File: src/rtl/dmardy_pkg.sv
package dmardy_pkg;
  localparam int unsigned DEF_NUM_CH = 4;
  localparam int unsigned DEF_CNT_W  = 9;
  localparam int unsigned DEF_TRIG_W = 8;

  typedef enum logic {
    DIR_TX = 1'b0,
    DIR_RX = 1'b1
  } dir_e;
endpackage

File: src/rtl/dmardy_hyst.sv
module dmardy_hyst
  import dmardy_pkg::*;
#(
  parameter int unsigned CNT_W  = DEF_CNT_W,
  parameter int unsigned TRIG_W = DEF_TRIG_W,
  parameter dir_e        DIR    = DIR_TX
) (
  input  logic              clk,
  input  logic              rst_n,
  input  logic [CNT_W-1:0]  cnt,
  input  logic [TRIG_W-1:0] trig,
  input  logic              stop_flag,
  output logic              active
);
  localparam logic RST_VAL = (DIR == DIR_TX) ? 1'b1 : 1'b0;

  logic [CNT_W-1:0] trig_ext;
  logic             start_hit;
  logic             nxt;

  assign trig_ext = CNT_W'(trig);

  generate
    if (DIR == DIR_TX) begin : g_tx
      assign start_hit = (cnt < trig_ext);
    end else begin : g_rx
      assign start_hit = (cnt > trig_ext);
    end
  endgenerate

  always_comb begin
    nxt = active;
    if (stop_flag)      nxt = 1'b0;
    else if (start_hit) nxt = 1'b1;
  end

  always_ff @(posedge clk or negedge rst_n) begin
    if (!rst_n) active <= RST_VAL;
    else        active <= nxt;
  end
endmodule

File: src/rtl/dmardy_chan.sv
module dmardy_chan
  import dmardy_pkg::*;
#(
  parameter int unsigned CNT_W  = DEF_CNT_W,
  parameter int unsigned TRIG_W = DEF_TRIG_W
) (
  input  logic              clk,
  input  logic              rst_n,
  input  logic [CNT_W-1:0]  tx_cnt,
  input  logic [CNT_W-1:0]  rx_cnt,
  input  logic              tx_full,
  input  logic              rx_empty,
  input  logic [TRIG_W-1:0] tx_trig,
  input  logic [TRIG_W-1:0] rx_trig,
  output logic              tx_rdy_n,
  output logic              rx_rdy_n
);
  logic tx_act;
  logic rx_act;

  dmardy_hyst #(.CNT_W(CNT_W), .TRIG_W(TRIG_W), .DIR(DIR_TX)) tx_hyst_i (
    .clk       (clk),
    .rst_n     (rst_n),
    .cnt       (tx_cnt),
    .trig      (tx_trig),
    .stop_flag (tx_full),
    .active    (tx_act)
  );

  dmardy_hyst #(.CNT_W(CNT_W), .TRIG_W(TRIG_W), .DIR(DIR_RX)) rx_hyst_i (
    .clk       (clk),
    .rst_n     (rst_n),
    .cnt       (rx_cnt),
    .trig      (rx_trig),
    .stop_flag (rx_empty),
    .active    (rx_act)
  );

  assign tx_rdy_n = ~tx_act;
  assign rx_rdy_n = ~rx_act;
endmodule

File: src/rtl/dmardy_sel.sv
module dmardy_sel #(
  parameter int unsigned NUM_CH = 4,
  parameter int unsigned SEL_W  = (NUM_CH > 1) ? $clog2(NUM_CH) : 1
) (
  input  logic [NUM_CH-1:0] tx_in,
  input  logic [NUM_CH-1:0] rx_in,
  input  logic [SEL_W-1:0]  sel,
  output logic              tx_out,
  output logic              rx_out
);
  always_comb begin
    tx_out = 1'b1;
    rx_out = 1'b1;
    for (int k = 0; k < NUM_CH; k++) begin
      if (sel == SEL_W'(k)) begin
        tx_out = tx_in[k];
        rx_out = rx_in[k];
      end
    end
  end
endmodule

File: src/rtl/dma_ready_gen.sv
module dma_ready_gen
  import dmardy_pkg::*;
#(
  parameter int unsigned NUM_CH = DEF_NUM_CH,
  parameter int unsigned CNT_W  = DEF_CNT_W,
  parameter int unsigned TRIG_W = DEF_TRIG_W,
  parameter int unsigned SEL_W  = (NUM_CH > 1) ? $clog2(NUM_CH) : 1
) (
  input  logic                     clk,
  input  logic                     rst_n,
  input  logic [NUM_CH*CNT_W-1:0]  tx_cnt,
  input  logic [NUM_CH*CNT_W-1:0]  rx_cnt,
  input  logic [NUM_CH-1:0]        tx_full,
  input  logic [NUM_CH-1:0]        rx_empty,
  input  logic [NUM_CH*TRIG_W-1:0] tx_trig,
  input  logic [NUM_CH*TRIG_W-1:0] rx_trig,
  input  logic [SEL_W-1:0]         ch_sel,
  output logic [NUM_CH-1:0]        tx_rdy_n,
  output logic [NUM_CH-1:0]        rx_rdy_n,
  output logic                     tx_rdy_sel_n,
  output logic                     rx_rdy_sel_n
);
  generate
    for (genvar c = 0; c < NUM_CH; c++) begin : g_ch
      dmardy_chan #(.CNT_W(CNT_W), .TRIG_W(TRIG_W)) chan_i (
        .clk      (clk),
        .rst_n    (rst_n),
        .tx_cnt   (tx_cnt[c*CNT_W +: CNT_W]),
        .rx_cnt   (rx_cnt[c*CNT_W +: CNT_W]),
        .tx_full  (tx_full[c]),
        .rx_empty (rx_empty[c]),
        .tx_trig  (tx_trig[c*TRIG_W +: TRIG_W]),
        .rx_trig  (rx_trig[c*TRIG_W +: TRIG_W]),
        .tx_rdy_n (tx_rdy_n[c]),
        .rx_rdy_n (rx_rdy_n[c])
      );
    end
  endgenerate

  dmardy_sel #(.NUM_CH(NUM_CH), .SEL_W(SEL_W)) sel_i (
    .tx_in  (tx_rdy_n),
    .rx_in  (rx_rdy_n),
    .sel    (ch_sel),
    .tx_out (tx_rdy_sel_n),
    .rx_out (rx_rdy_sel_n)
  );
endmodule

File: config.mk
export PLATFORM = sky130hd
export DESIGN_NAME = dma_ready_gen
export DESIGN_NICKNAME = d
export VERILOG_FILES = /design/src/rtl/dmardy_pkg.sv /design/src/rtl/dmardy_hyst.sv /design/src/rtl/dmardy_chan.sv /design/src/rtl/dmardy_sel.sv /design/src/rtl/dma_ready_gen.sv
export SDC_FILE = /design/constraint.sdc
export NUM_CORES = 1
export LEC_CHECK = 0
export ABC_AREA = 1
export BUFFER_PORTS_ARGS = -buffer_cell sky130_fd_sc_hd__buf_2
export CORE_UTILIZATION = 46
export DETAILED_ROUTE_END_ITERATION = 12
export HOLD_SLACK_MARGIN = 0.03
export PLACE_DENSITY_LB_ADDON = 0.1
export REMOVE_ABC_BUFFERS = 1
export SLEW_MARGIN = 30
export SYNTH_ARGS = -nofsm -noshare
export SYNTH_HDL_FRONTEND = slang
export SYNTH_HIERARCHICAL = 1
export SYNTH_SLANG_ARGS = --single-unit
File: constraint.sdc
create_clock -name clk -period 1.54 [get_ports clk]
set_input_delay 0.308 -clock clk [delete_from_list [all_inputs] [get_ports clk]]
set_output_delay 0.308 -clock clk [all_outputs]
set_load 0.02 [all_outputs]
==> results.py <==
metrics = {
    "timing": {
        "fin_skew_ns": 0,
        "layout_setup_ws_ns": 0.0844,
        "fin_crit_sh_pct": 94.5,
        "slew_viol_final": 0,
        "worst_slew_pin_slew_ns": 0.180,
        "relSlewSlack_pct": 87.9,
        "setup_tns_ns": 0,
        "layout_min_cycle_time_ns": 1.46,
        "rsz0062_at_grt": "no",
        "fmax_mhz": 687,
        "hold_viol": 0,
        "setup_violations": 0,
    },
    "synth": {
        "syn_area_per_cell_um2": 5.97,
        "synth-edff-count": 0,
        "synthArstFlopShare_pct": 100,
        "ys_seq_elements": 8,
        "yosysSeqAreaShare_pct": 9.03,
        "synth_top_area_share_pct": 33.0,
        "ys_top_cells_by_count": "inv_1, nand2_1, ha_1",
        "synth.area.top_cells": "ha_1, inv_1, nand2_1, nor2_1, dfstp_2",
        "synth_top_area_cell": "ha_1",
        "yosysMostFrequentCell": "inv_1",
        "syn_area_um2": 2270,
        "synth_cells": 381,
        "synthDistinctLibCells": 15,
        "synth_ff_type": "dfstp_2",
        "ys_warn_count": 6,
    },
    "finish": {
        "diodes": 0,
        "drive_gt1_share_pct": 32.4,
        "area_growth_syn_to_layout_pct": 40.7,
        "fin_util_pct": 67.3,
        "nets": 752,
        "fin_cells": 610,
    },
    "setup_path": {
        "r2r_start": "g_ch[0].chan_i/tx_hyst_i/active$_DFFE_PN1P_",
        "critPathKind": "flop to output pin",
        "crit_path_cell_trace": "inv_1, nand3_1, nand2_1, inv_1, nand2_1, buf_2",
        "worst_ep_required_time_ns": 1.23,
        "cp.arrival_ns": 1.15,
        "cp-end-kind": "output pin",
        "reg2reg_depth": 2,
        "critPathMaxFanout": 2,
        "slowest_delay_ns": 0.52,
        "start_kind": "flop",
        "crit_start": "g_ch[2].chan_i/tx_hyst_i/active$_DFFE_PN1P_",
        "crit_slowest_cell": "dfstp_2",
    },
    "clock_network": {
        "root_buffer": "clkbuf_8",
        "clock-sinks": 8,
        "clk_pin_slew_worst_paths_ns": 0.04,
        "cts_buffers": 3,
        "clk_latency_ns": 0.22,
        "cts_tree": "yes",
        "clockBufferDepth": 2,
        "ctsResizeCount": 0,
        "htreeDepth": 1,
    },
    "drt": {
        "viasPerCell": 4.34,
        "finalWirelength_um": 5070,
        "drtIter0Drc": 24,
        "drc_errors": 0,
        "wl_per_cell_um": 8.31,
        "postRouteAntennaNets": 0,
        "dr.pass1.iters": 4,
        "vias": 2649,
    },
    "grt": {
        "overflow": 0,
        "antenna_found_initial": 0,
        "grt_max_degree": 9,
        "first_global_vias": 2159,
        "grtUsageTotal_pct": 19.2,
        "grt_pass1_wl_um": 8180,
    },
    "run": {
        "drv_cap": 0,
    },
    "place": {
        "hpwl_um": 4770,
        "port-buffer-count": 157,
        "dp.cells": 605,
        "place_ws_ns": 0.193,
        "globalplace.congestion": 0.823,
    },
    "status": {
        "status": "finished clean",
    },
    "hold_path": {
        "min_path_cells": 2,
        "hold_class": "primary input to flop",
        "min_from": "tx_full[3]",
    },
    "floorplanning": {
        "io_pins": 158,
        "initial_core_util_pct": 47.8,
        "fp.dieArea_um2": 5230,
        "rows": 25,
        "die_y_um": 72.3,
        "core_um2": 4750,
        "die_width_um": 72.3,
    },
    "power": {
        "p_leak_nw": 2.23,
        "power_per_cell_area_nw_per_um2": 394,
        "vdd_drop_max_uv": 287,
        "power_w": 0.00126,
    },
}
==> stage by stage <==
step / instance area [um^2] / hold WS [ns]
after CTS: 3200 / 0.191
after detailed placement: 3140 / 0.164
after floorplan: 2270 / 0.0124
after global routing: 3200 / 0.185
final: 3200 / 0.198
after global placement: 3140 / 0.163
==> layer usage <==
layer / routed length [um] / global-route usage (%)
met3: 386 / 4.03
met1: 2140 / 22.2
met4: 76 / 5.23
met5: 0 / 0
met2: 2470 / 35.6
==> layout make-up <==
cell class | count | area (um^2)
clock buffers | 4 | 45.0
fillers | 462 | 1560
inverters | 114 | 428
multi-input cells | 259 | 1640
flip-flops and latches | 8 | 205
well taps | 67 | 83.8
repair buffers | 158 | 796
==> worst max-delay path: cells and delay by family (launching register included) <==
| kind | cells | cell delay, ns |
|---|---|---|
| buf+inv | 3 | 0.24 |
| flops | 1 | 0.52 |
| simple gates | 3 | 0.16 |
==> sequential cells by signal, summed over array words and instances, names as in the netlist <==
| register | count |
|---|---|
| g_ch.chan_i/rx_hyst_i/active | 4 |
| g_ch.chan_i/tx_hyst_i/active | 4 |
==> what timing repair did <==
action / 4_1_cts / 5_1_grt
hold endpoints to repair: 4 / 0
buffers inserted: 0 / 0
hold buffers: 1 / 0
endpoints found under the setup margin: 0 / 0
==> logic make-up after synthesis <==
logic type	after synthesis	share of synthesized area, %
AOI/OAI and AO/OA	24	7.04
adders and majority gates	60	33.0
buffers and inverters	114	18.8
DFF	8	9.03
and+or+nand+nor	175	32.1
==> worst paths after layout <==
kind,slack [ns],to
worst max-delay path,0.08,tx_rdy_sel_n
min in group asynchronous,0.47,g_ch[2].chan_i/rx_hyst_i/active$_DFFE_PN0P_
worst min-delay path,0.20,g_ch[3].chan_i/tx_hyst_i/active$_DFFE_PN1P_
worst min register to register,0.52,g_ch[2].chan_i/rx_hyst_i/active$_DFFE_PN0P_
max in group asynchronous,0.83,g_ch[1].chan_i/tx_hyst_i/active$_DFFE_PN1P_
worst max register to register,0.78,g_ch[0].chan_i/tx_hyst_i/active$_DFFE_PN1P_
==> placed cells by master (no fill, tap or decap), types with 3 or more instances in the layout <==
cell        n
a21o_1      4
a21oi_1    12
a21oi_2     8
buf_2     157
clkbuf_8    3
dfrtp_1     4
dfstp_2     4
ha_1       60
inv_1     114
nand2_1   108
nand3_1    18
nand3b_1    4
nand4_1     4
nor2_1     29
nor2_2      4
nor3_1      4
or2_0       4
==> power breakdown <==
part | switching [W] | leakage, nW | total [W] | internal [W]
sequential | 0.00000972 | 0.0905 | 0.000249 | 0.000240
clock | 0.0000797 | 0.0228 | 0.000259 | 0.000179
combinational | 0.000389 | 2.11 | 0.000750 | 0.000362
total | 0.000478 | 2.23 | 0.00126 | 0.000781
Power figures use the tool's default switching activity.
